$ cat src/rtl/pp_drain_pkg.sv
package pp_drain_pkg;
  typedef logic buf_sel_t;

  function automatic buf_sel_t other_slot(buf_sel_t b);
    return ~b;
  endfunction
endpackage

$ cat src/rtl/pp_ram.sv
module pp_ram #(
  parameter int DW     = 8,
  parameter int ADDR_W = 7
) (
  input  logic              clk,
  input  logic              we,
  input  logic [ADDR_W-1:0] waddr,
  input  logic [DW-1:0]     wdata,
  input  logic              re,
  input  logic [ADDR_W-1:0] raddr,
  output logic [DW-1:0]     rdata
);
  localparam int DEPTH = 1 << ADDR_W;
  logic [DW-1:0] mem [DEPTH];

  always_ff @(posedge clk) begin
    if (we) mem[waddr] <= wdata;
    if (re) rdata <= mem[raddr];
  end
endmodule

$ cat src/rtl/pp_buf_track.sv
module pp_buf_track
  import pp_drain_pkg::*;
#(
  parameter int LW = 7
) (
  input  logic          clk,
  input  logic          rst,
  input  logic          fill,
  input  buf_sel_t      fill_sel,
  input  logic [LW-1:0] fill_len,
  input  logic          clr,
  output logic [1:0]    full,
  output buf_sel_t      head,
  output logic [LW-1:0] head_len
);
  logic [LW-1:0] len_w [2];

  for (genvar g = 0; g < 2; g++) begin : g_slot
    logic          f_q;
    logic [LW-1:0] l_q;
    always_ff @(posedge clk) begin
      if (rst) begin
        f_q <= 1'b0;
        l_q <= '0;
      end else begin
        if (clr && head == buf_sel_t'(g)) f_q <= 1'b0;
        if (fill && fill_sel == buf_sel_t'(g)) begin
          f_q <= 1'b1;
          l_q <= fill_len;
        end
      end
    end
    assign full[g]  = f_q;
    assign len_w[g] = l_q;
  end

  always_ff @(posedge clk) begin
    if (rst)      head <= 1'b0;
    else if (clr) head <= other_slot(head);
  end

  assign head_len = len_w[head];

  // the receiver only reports a packet into a free slot
  assert_fill_into_free_R5: assert property (@(posedge clk) disable iff (rst)
    fill |-> !full[fill_sel]);

  // only a full slot is ever released
  assert_clear_only_full_R4: assert property (@(posedge clk) disable iff (rst)
    clr |-> full[head]);
endmodule

$ cat src/rtl/pp_drain_ctrl.sv
module pp_drain_ctrl #(
  parameter int AW  = 6,
  parameter int BLW = 8,
  parameter int CW  = 16,
  localparam int LW = AW + 1
) (
  input  logic           clk,
  input  logic           rst,
  input  logic           en_set,
  input  logic           en_clr,
  input  logic [BLW-1:0] burst_len,
  input  logic [CW-1:0]  total_len,
  input  logic           dack,
  input  logic           stb,
  input  logic           head_full,
  input  logic [LW-1:0]  head_len,
  output logic           dreq,
  output logic           acc,
  output logic [AW-1:0]  rd_ptr,
  output logic           clr,
  output logic           en_q,
  output logic           done
);
  logic [BLW-1:0] bcnt;
  logic [CW-1:0]  xcnt;
  logic           bhit;
  logic           last_buf, last_x, term_sw;

  assign term_sw  = en_q && en_clr;
  assign acc      = en_q && !en_clr && dack && stb && head_full && !bhit;
  assign last_buf = ({1'b0, rd_ptr} + 1'b1) == head_len;
  assign last_x   = (xcnt + 1'b1) == total_len;
  assign clr      = (term_sw && head_full) || (acc && (last_buf || last_x));
  assign dreq     = en_q && head_full && !bhit;

  always_ff @(posedge clk) begin
    if (rst) begin
      en_q   <= 1'b0;
      rd_ptr <= '0;
      bcnt   <= '0;
      xcnt   <= '0;
      bhit   <= 1'b0;
      done   <= 1'b0;
    end else begin
      done <= 1'b0;
      if (!dack) begin
        bcnt <= '0;
        bhit <= 1'b0;
      end
      if (term_sw) begin
        en_q   <= 1'b0;
        rd_ptr <= '0;
        xcnt   <= '0;
      end else if (acc) begin
        rd_ptr <= (last_buf || last_x) ? '0 : rd_ptr + 1'b1;
        bcnt   <= bcnt + 1'b1;
        xcnt   <= xcnt + 1'b1;
        if ((bcnt + 1'b1) == burst_len || last_buf || last_x) bhit <= 1'b1;
        if (last_x) begin
          en_q <= 1'b0;
          xcnt <= '0;
          done <= 1'b1;
        end
      end else if (en_set && !en_q) begin
        en_q   <= 1'b1;
        xcnt   <= '0;
        rd_ptr <= '0;
      end
    end
  end

  // the read that completes a burst removes the request
  assert_burst_stop_R3: assert property (@(posedge clk) disable iff (rst)
    (acc && (bcnt + 1'b1) == burst_len) |=> !dreq);

  // reaching the total count disables the handler and flags completion
  assert_count_end_R6: assert property (@(posedge clk) disable iff (rst)
    (acc && last_x) |=> (!en_q && done));

  // withdrawing the enable ends the transfer
  assert_sw_stop_R7: assert property (@(posedge clk) disable iff (rst)
    term_sw |=> !en_q);
endmodule

$ cat src/rtl/ep_out_dma_drain.sv
module ep_out_dma_drain
  import pp_drain_pkg::*;
#(
  parameter int DW      = 8,
  parameter int MAX_PKT = 64,
  parameter int BLW     = 8,
  parameter int CW      = 16
) (
  input  logic                       clk,
  input  logic                       rst,
  input  logic                       en_set,
  input  logic                       en_clr,
  input  logic                       route_alt,
  input  logic [BLW-1:0]             burst_len,
  input  logic [CW-1:0]              total_len,
  input  logic                       rx_we,
  input  logic                       rx_sel,
  input  logic [$clog2(MAX_PKT)-1:0] rx_addr,
  input  logic [DW-1:0]              rx_data,
  input  logic                       rx_done,
  input  logic [$clog2(MAX_PKT):0]   rx_len,
  output logic [1:0]                 buf_free,
  output logic                       dreq_a,
  output logic                       dreq_b,
  input  logic                       dack_a,
  input  logic                       dack_b,
  input  logic                       rd_stb,
  output logic [DW-1:0]              rd_data,
  output logic                       rd_valid,
  output logic                       buf_clr,
  output logic                       buf_clr_sel,
  output logic                       dma_en,
  output logic                       xfer_done
);
  localparam int AW = $clog2(MAX_PKT);
  localparam int LW = AW + 1;

  logic          dack_eff, dreq_w, acc, clr, en_q, done;
  logic [1:0]    full;
  buf_sel_t      head;
  logic [LW-1:0] head_len;
  logic [AW-1:0] rd_ptr;

  assign dack_eff = route_alt ? dack_b : dack_a;

  pp_buf_track #(.LW(LW)) u_track (
    .clk, .rst,
    .fill(rx_done), .fill_sel(rx_sel), .fill_len(rx_len),
    .clr, .full, .head, .head_len
  );

  pp_drain_ctrl #(.AW(AW), .BLW(BLW), .CW(CW)) u_ctrl (
    .clk, .rst, .en_set, .en_clr, .burst_len, .total_len,
    .dack(dack_eff), .stb(rd_stb), .head_full(full[head]), .head_len,
    .dreq(dreq_w), .acc, .rd_ptr, .clr, .en_q, .done
  );

  pp_ram #(.DW(DW), .ADDR_W(AW + 1)) u_ram (
    .clk,
    .we(rx_we), .waddr({rx_sel, rx_addr}), .wdata(rx_data),
    .re(acc), .raddr({head, rd_ptr}), .rdata(rd_data)
  );

  always_ff @(posedge clk) begin
    if (rst) begin
      rd_valid    <= 1'b0;
      buf_clr     <= 1'b0;
      buf_clr_sel <= 1'b0;
    end else begin
      rd_valid <= acc;
      buf_clr  <= clr;
      if (clr) buf_clr_sel <= head;
    end
  end

  assign buf_free  = ~full;
  assign dreq_a    = dreq_w && !route_alt;
  assign dreq_b    = dreq_w && route_alt;
  assign dma_en    = en_q;
  assign xfer_done = done;

  // every byte out answers a strobe under acknowledge one cycle earlier
  assert_data_follows_strobe_R2: assert property (@(posedge clk) disable iff (rst)
    rd_valid |-> $past(rd_stb && dack_eff));

  // a released slot is reported free on the following cycle
  assert_release_frees_R4: assert property (@(posedge clk) disable iff (rst)
    buf_clr |-> buf_free[buf_clr_sel]);
endmodule

$ cat config.mk
export PLATFORM = sky130hd
export DESIGN_NAME = ep_out_dma_drain
export DESIGN_NICKNAME = d
export VERILOG_FILES = /design/src/rtl/pp_drain_pkg.sv /design/src/rtl/pp_ram.sv /design/src/rtl/pp_buf_track.sv /design/src/rtl/pp_drain_ctrl.sv /design/src/rtl/ep_out_dma_drain.sv
export SDC_FILE = /design/constraint.sdc
export NUM_CORES = 1
export LEC_CHECK = 0
export BUFFER_PORTS_ARGS = -buffer_cell sky130_fd_sc_hd__buf_2
export CORE_MARGIN = 5
export CORE_UTILIZATION = 37
export DETAILED_ROUTE_END_ITERATION = 16
export SYNTH_ARGS = -nofsm -noshare
export SYNTH_HDL_FRONTEND = slang
export SYNTH_SLANG_ARGS = --single-unit
$ cat constraint.sdc
create_clock -name clk -period 3.05 [get_ports clk]
set_clock_uncertainty 0.05 [all_clocks]
set_input_delay 0.4575 -clock clk [delete_from_list [all_inputs] [get_ports clk]]
set_output_delay 0.4575 -clock clk [all_outputs]
set_load 0.01 [all_outputs]
# Yosys cells after proc, flatten, opt, wreduce, memory -nomap -nowiden

Memory sizes are Yosys's and may differ from the RTL's. A register that Yosys moved wholly into a read port is not among the register bits.
Cells that the tools add are included.

Bits of input ports: 56
Bits in registers: 53
RAM bits: 1024
Output and inout bits: 17
Logic and storage cells: 90
Memories kept: 1

Memory list:

| name      | words | width | read ports | clocked after memory_dff | write ports | RTL line     | text |
|---|---|---|---|---|---|---|---|
| u_ram.mem | 128   | 8     | 1          | 1                        | 1           | pp_ram.sv:14 | `logic [DW-1:0] mem [DEPTH];` |

Reductions and logical operators: 31
Eq/ne operators: 4
Add/sub/neg operators: 4
Multiplexer cells: 29
Order comparisons: 2
Bitwise logic cells: 5

Operators with widths:

| cell                  | count |
|---|---|
| $mux 16               | 3 |
| $mux 8                | 3 |
| $mux 7                | 3 |
| $mux 6                | 3 |
| $logic_and 1x1->1     | 17 |
| $mux 1                | 17 |
| $add 16x1->16 const B | 1 |
| $eq 16x16->1          | 1 |
| $add 8x1->8 const B   | 1 |
| $eq 8x8->1            | 1 |
| $add 6x1->7 const B   | 1 |
| $eq 7x7->1            | 1 |
| $add 6x1->6 const B   | 1 |
| $reduce_bool 2->1     | 3 |
| $logic_not 1->1       | 4 |
| $logic_or 1x1->1      | 4 |
| $not 1->1             | 3 |
| $reduce_or 3->1       | 1 |
| $ge 2x2->1 const B    | 1 |
| $lt 1x2->1 const B    | 1 |
| $ne 2x1->1 const B    | 1 |
| $not 1->2             | 1 |
| $not 2->2             | 1 |
| $reduce_and 2->1      | 1 |
| $reduce_or 2->1       | 1 |

# Logic depth before layout (Yosys ltp)

Gate-level depths: netlist (run 1).

Depth in word-level cells: 11
Depth in mapped cells: 11
Depth with buffers taken out: 8

# Hierarchy

A second synthesis (run 1) with hierarchy kept.

Cells, all modules: 2062
Area total of the unflattened synthesis: 43232.7 µm²

Modules (own cells, without submodules):

| module           | seq. area each (µm²) | area an instance (µm²) | times used | cells each |
|---|---|---|---|---|
| pp_ram           | 30989.7              | 39745.6                | 1          | 1635 |
| pp_drain_ctrl    | 660.6                | 2553.7                 | 1          | 336 |
| pp_buf_track     | 340.3                | 799.5                  | 1          | 77 |
| ep_out_dma_drain | 60.1                 | 133.9                  | 1          | 14 |

# Worst setup path after synthesis (run 1)

No wires, ideal clock.

Path kind: reg-to-reg
Start: register u_ctrl.rd_ptr[0]
End: register u_ram.rdata[0] (read register of u_ram.mem), data pin
Path buffers: 2
Stages on the path, launching flop included: 7
Data required time: 2.740 ns
Clock period less this slack: 3.038 ns
Path slack: 0.012 ns
Library setup time: 0.260 ns
Data arrival time: 2.728 ns
Cell sequence: dfxtp_1 buf_2 buf_1 mux4_2 mux4_2 mux4_2 mux2_2

RTL lines:

| element                  | RTL line            | text |
|---|---|---|
| start: declaration       | pp_drain_ctrl.sv:19 | `output logic [AW-1:0] rd_ptr,` |
| start signal: assignment | pp_drain_ctrl.sv:55 | `rd_ptr <= (last_buf \|\| last_x) ? '0 : rd_ptr + 1'b1;` |
| end: declaration         | pp_ram.sv:11        | `output logic [DW-1:0] rdata` |

==> flow_metrics.py, run 1 <==
metrics = {
    "run_status": {
        "run_status": "complete, but fails checks",
        "violations": "negative setup slack",
    },
    "floorplan": {
        "fp.dieArea_um2": 123000,
        "rows": 125,
        "initial_utilization": 0.371,
        "chipHeight_um": 351,
        "num_io_pins": 73,
        "die_x_um": 351,
        "core_um2": 116000,
    },
    "setup_path": {
        "critPathMaxFanout": 7,
        "worstPathRequired_ns": 3.43,
        "crit_buf_inv": 3,
        "crit_type": "reg -> reg",
        "critPathArrivalTime_ns": 3.47,
        "reg2reg_from": "u_ctrl.rd_ptr[0]",
        "max_stage_delay_ns": 0.55,
        "path_cells": "buf_12 > buf_12 > buf_12 > mux4_2 > mux4_2 > mux4_2 > mux2_4",
        "start_kind": "flop",
        "path_delay_family": "multiplexers",
        "startpoint": "u_ctrl.rd_ptr[0]",
        "slowest_stage": "mux4_2",
        "end_kind": "flop",
    },
    "routing": {
        "first_pass_iters": 6,
        "routed_wirelength_mm": 103,
        "drt_iter0_drc": 2351,
        "remaining_drc_errors": 0,
        "vias_per_cell": 5.43,
        "ant_nets": 0,
        "vias": 21700,
        "wl_per_cell_um": 25.7,
    },
    "timing": {
        "fmax_mhz": 323,
        "relSlewSlack": 0.376,
        "hold_violations": 0,
        "setup_violations": 7,
        "layout_setup_ws_ns": -0.0417,
        "timing.final.crit_share": 1.01,
        "holdWs_ns": 0.0859,
        "rsz0062_at_grt": "yes",
        "worst_pin_slew_ns": 0.933,
        "period_minus_slack_ns": 3.09,
        "final_max_slew_viol_count": 0,
    },
    "grt": {
        "first_global_vias": 22200,
        "groute.usage.overall": 0.166,
        "grt_first_pass_wirelength_mm": 152,
        "antenna_found_initial": 7,
        "grt_max_degree": 105,
        "grt_overflow_total": 0,
    },
    "clock_network": {
        "cts_tree": "yes",
        "clk_pin_slew_ns": 0.06,
        "clk_latency_ns": 0.69,
        "clockBufferDepth": 3,
        "cts.sinks": 1085,
        "htreeDepth": 3,
        "cts_buffers": 106,
        "cts_root_buf": "clkbuf_16",
    },
    "power": {
        "irDropWorstVdd_mv": 0.375,
        "clockPowerShare": 0.417,
        "finalPower_mw": 29.3,
        "leakage_nw": 15.7,
        "pwr-share-seq": 0.560,
        "intPower_mw": 23.3,
        "switchingPower_mw": 6.00,
        "pwr-share-comb": 0.023,
        "switching_share": 0.205,
        "powerDensity_nw_per_um2": 576,
    },
    "synth": {
        "synth_top_cell_by_area": "edfxtp_1",
        "yosysWarnings": 0,
        "synth_cell_types": 60,
        "syn_avg_cell_area_um2": 21.0,
        "ys_ff_latch": 1085,
        "synth_top_area_frac": 0.720,
        "synth_edf_count": 1032,
        "ys.flop_type": "edfxtp_1",
        "async_reset_ff_frac": 0,
        "syn-num-nets": 2112,
        "synthMostInstantiatedCell": "edfxtp_1",
        "syn_inst": 2053,
        "synth.area.top_cells": "edfxtp_1 72%, mux4_2 18%, dfxtp_1 2.5%, nor2_1 1.4%, clkbuf_1 0.61%",
        "netlist_area_um2": 43100,
        "yosysSeqAreaShare": 0.744,
        "synthTopCellsByCount": "1,032 x edfxtp_1, 336 x mux4_2, 155 x nor2_1",
    },
    "placed_design": {
        "pre_cts_ws_ns": -0.116,
        "dp_hpwl_mm": 66.7,
        "dpl_cell_area_um2": 47100,
        "gp_congestion": 0.825,
        "io_buffers": 72,
        "dp_cells": 3770,
    },
    "cells_and_area": {
        "fill_cells": 9749,
        "nets": 2433,
        "fin_cells": 3990,
        "seq_area_um2": 32100,
        "area_delta_synth_final_pct": 18.0,
        "multi_input_area_um2": 10500,
        "final_area_um2": 50800,
        "drive_above_1_share": 0.338,
    },
    "flow_run": {
        "max_cap_violations": 0,
    },
    "worst_hold_path": {
        "min_from": "rx_done",
        "min_path_type": "in -> reg",
    },
}
final cells by class:
cell class | instances | area share
Timing Repair Buffer | 333 | 0.0602
Multi-Input combinational cell | 843 | 0.206
Clock buffer | 133 | 0.0552
Sequential cell | 1085 | 0.631
Inverter | 5 | 0.000369
Antenna cell | 5 | 0.000246
Clock inverter | 62 | 0.00891
Tap cell | 1524 | 0.0375
metrics by stage:
step                TNS, ns   util
floorplan                 0      -
global placement     -0.473  0.407
detailed placement   -0.540  0.407
CTS                  -0.126  0.437
global route         -0.441  0.438
finish               -0.135  0.438
repair_timing:
action	4_1_cts	5_1_grt
gates resized for setup	16	10
setup endpoints to repair	8	21
hold buffers	8	0
hold endpoints to repair	15	0
cloned	3	2
buffers inserted	8	1
per-layer routing:
metal / vias up / GRT usage / wire length, um
met5: - / 0 / 13
met4: 2 / 0.0378 / 1990
met3: 139 / 0.0320 / 7810
met2: 828 / 0.266 / 48900
met1: 11500 / 0.238 / 44000
li1: 9170 / - / -
final timing paths:
check | to | depth (start not counted) | slack, ns
hold reg to reg | u_track.g_slot[1].l_q[4] | 2 | 0.41
setup reg to reg | u_ram.rdata[5] | 7 | -0.04
hold / removal | u_track.g_slot[1].l_q[6] | 3 | 0.09
setup / recovery | u_ram.rdata[5] | 7 | -0.04
logic make-up (layout without fill, tap and decap cells):
| logic type | after synthesis | after routing | synth area share |
|---|---|---|---|
| compound gates | 65 | 65 | 0.0101 |
| flops | 1085 | 1085 | 0.744 |
| buf+inv | 125 | 533 | 0.0126 |
| other cells | 0 | 5 | 0 |
| fa+ha+maj | 3 | 3 | 0.000872 |
| xor+xnor | 46 | 46 | 0.00968 |
| mux | 365 | 365 | 0.183 |
| simple gates | 364 | 364 | 0.0394 |
cell usage in the layout, fill, tap and decap left out, drive strengths merged, types with 3 or more instances in the layout:
master       instances
edfxtp            1032
mux4               336
buf                322
nor2               155
clkbuf             135
nand2               68
clkinv              54
dfxtp               53
nand3               35
xnor2               27
mux2i               20
nand4               20
nor3                19
a21oi               18
xor2                18
nor2b               16
and3                13
o21ai               10
nand2b               9
mux2                 9
dlygate4sd3          8
nor4                 8
inv                  8
a31oi                7
o211ai               7
diode                5
and4                 4
nand4b               4
or2                  3
a41oi                3
ha                   3
clkinvlp             3
power groups by stage:
stage	Combinational (mW)	Clock (mW)	Sequential, mW
floorplan	0.215	0	16.7
global placement	0.639	0	16.7
detailed placement	0.670	0	16.7
CTS	0.685	12.5	16.4
global route	0.732	13.1	16.4
finish	0.679	12.2	16.4
registers in the layout, summed over array words and instances, names as in the netlist, 2 cells and up:
name                cells
u_ctrl.bcnt             8
u_ctrl.rd_ptr           6
u_ctrl.xcnt            16
u_ram.mem            1024
u_ram.rdata             8
u_track.g_slot.f_q      2
u_track.g_slot.l_q     14
worst register-to-register path: cells and delay by family (launching register included):
kind,cells,cell delay (ns)
flops,1,0.43
buf+inv,3,0.47
mux,4,1.90
Note: power is estimated with default switching activity, not from simulation.
==> run 2, diff against run 1 <==
--- a/config.mk
+++ b/config.mk
@@ -9,6 +9,7 @@
 export CORE_MARGIN = 5
 export CORE_UTILIZATION = 37
 export DETAILED_ROUTE_END_ITERATION = 16
+export SKIP_LAST_GASP = 1
 export SYNTH_ARGS = -nofsm -noshare
 export SYNTH_HDL_FRONTEND = slang
 export SYNTH_SLANG_ARGS = --single-unit
==> run 2 against run 1 <==
Compared with the run above: the flow still finishes with violations (negative setup slack); combinational power about the same; non-clock buffer count unchanged; die area unchanged; via count about the same; final area about the same; clock power about the same; largest cell class unchanged.
==> flow_metrics.py, run 2 (synthesis results as in run 1) <==
metrics = {
    "run_status": {
        "run_status": "complete, but fails checks",
        "violations": "negative setup slack",
    },
    "grt": {
        "antenna_found_initial": 7,
        "grt_overflow_total": 0,
        "groute.usage.overall": 0.166,
        "grt_max_degree": 105,
        "first_global_vias": 22200,
        "grt_first_pass_wirelength_mm": 152,
    },
    "floorplan": {
        "core_um2": 116000,
        "fp.dieArea_um2": 123000,
        "num_io_pins": 73,
        "rows": 125,
        "die_x_um": 351,
        "chipHeight_um": 351,
        "initial_utilization": 0.371,
    },
    "setup_path": {
        "r2r-end": "u_ram.rdata[5]",
        "cp-endpoint": "u_ram.rdata[5]",
        "critPathArrivalTime_ns": 3.47,
        "end_kind": "flop",
        "reg2reg_from": "u_ctrl.rd_ptr[0]",
        "critPathMaxFanout": 7,
        "start_kind": "flop",
        "worstPathRequired_ns": 3.43,
        "startpoint": "u_ctrl.rd_ptr[0]",
        "max_stage_delay_ns": 0.55,
        "r2r_setup_slack_ns": -0.04,
        "rr_worst_depth": 7,
        "crit_type": "reg -> reg",
        "slowest_stage": "mux4_2",
        "path_cells": "buf_12 > buf_12 > buf_12 > mux4_2 > mux4_2 > mux4_2 > mux2_4",
    },
    "clock_network": {
        "clk_pin_slew_ns": 0.06,
        "clk_latency_ns": 0.69,
        "cts_root_buf": "clkbuf_16",
        "cts_tree": "yes",
        "cts.sinks": 1085,
        "cts_buffers": 106,
        "clockBufferDepth": 3,
        "htreeDepth": 3,
    },
    "cells_and_area": {
        "largest_reg_flops": 1024,
        "drive_above_1_share": 0.338,
        "area_delta_synth_final_pct": 17.9,
        "layout_commonest_cell": "edfxtp_1",
        "max_flop_register": "u_ram.mem",
        "top_regs": "u_ram.mem (1024), u_ctrl.xcnt (16), u_track.g_slot.l_q (14)",
        "layout_common_cells": "1,032 x edfxtp_1, 336 x mux4_2, 207 x buf_4",
        "nets": 2433,
    },
    "routing": {
        "vias": 21700,
        "first_pass_iters": 7,
        "wirelength_met1_mm": 43.7,
        "wl_per_cell_um": 25.7,
        "remaining_drc_errors": 0,
        "wl_met3_mm": 7.90,
        "ant_nets": 0,
        "vias_per_cell": 5.43,
        "met2_length_mm": 48.9,
        "routed_wirelength_mm": 102,
        "drt_iter0_drc": 2443,
        "highest_layer": "met5",
    },
    "placed_design": {
        "gp_congestion": 0.825,
        "pre_cts_ws_ns": -0.116,
        "io_buffers": 72,
        "dp_hpwl_mm": 66.7,
    },
    "timing": {
        "relSlewSlack": 0.379,
        "setup_violations": 6,
        "worst_pin_slew_ns": 0.929,
        "period_minus_slack_ns": 3.09,
        "timing.final.crit_share": 1.01,
        "hold_violations": 0,
        "final_max_slew_viol_count": 0,
        "layout_setup_ws_ns": -0.0384,
        "fmax_mhz": 324,
        "rsz0062_at_grt": "yes",
    },
    "power": {
        "finalPower_mw": 29.3,
        "leakage_nw": 15.7,
        "powerDensity_nw_per_um2": 576,
        "irDropWorstVdd_mv": 0.377,
    },
    "flow_run": {
        "max_cap_violations": 0,
    },
    "worst_hold_path": {
        "min_path_type": "in -> reg",
        "holdPathStages": 3,
    },
}
[run 2: cell types whose count changed in the layout (fill, tap and decap cells not counted)]
cell and delta:
buf_16 -2, buf_12 +2, buf_6 +1, mux2_4 -3, mux2_2 +3, buf_8 -1
diode_2 -1
[run 2: cell type report]
type	count	area [um2]
inverter	5	18.8
clock buffer	133	2800
timing repair buffer	333	3040
fill	9756	65100
sequential	1085	32100
clock inverter	62	453
antenna	4	10.0
tap	1524	1910
multi-input combinational	843	10500
[run 2: layer usage]
metal,global-route usage,vias to the layer above
li1,-,9169
met5,0,-
met3,0.0320,144
met1,0.238,11500
met4,0.0378,2
met2,0.266,856
[run 2: worst max-delay path, delay by kind of cell (launching register included)]
family                 cells  cell delay (ns)
flip-flops                 1             0.43
multiplexers               4             1.90
buffers and inverters      3             0.44
[run 2: what timing repair did]
item | CTS | global route
cloned | 3 | 2
hold buffers | 8 | 0
setup endpoints to repair | 8 | 21
endpoints found under the hold margin | 15 | 0
buffers inserted | 8 | 1
gates resized for setup | 12 | 8
[run 2: where the power goes]
| part | switching (mW) | internal [mW] |
|---|---|---|
| Combinational | 0.474 | 0.204 |
| Clock | 5.49 | 6.71 |
| Sequential | 0.0225 | 16.4 |
| Total | 5.99 | 23.3 |
[run 2: through the flow]
step           TNS [ns]  hold slack, ns  instance area (um2)  std cells  utilization
2_1_floorplan         0           0.383                43100       2053            -
3_3_place_gp     -0.473           0.391                47100       3770        0.407
3_5_place_dp     -0.540           0.407                47100       3770        0.407
4_1_cts          -0.149          0.0436                50700       3982        0.437
5_1_grt          -0.478          0.0737                50800       3985        0.438
6_report         -0.148          0.0852                50800       3989        0.438
[run 2: how the worst min path moves through the flow]
stage / from / to / slack [ns]
2_1_floorplan: u_track.g_slot[1].l_q[6] / u_track.g_slot[1].l_q[6] / 0.38
3_3_place_gp: u_track.g_slot[1].l_q[6] / u_track.g_slot[1].l_q[6] / 0.39
3_5_place_dp: u_track.g_slot[1].l_q[4] / u_track.g_slot[1].l_q[4] / 0.41
4_1_cts: rx_done / u_track.g_slot[1].l_q[6] / 0.04
5_1_grt: rx_done / u_track.g_slot[1].l_q[6] / 0.07
6_report: rx_done / u_track.g_slot[1].l_q[6] / 0.09
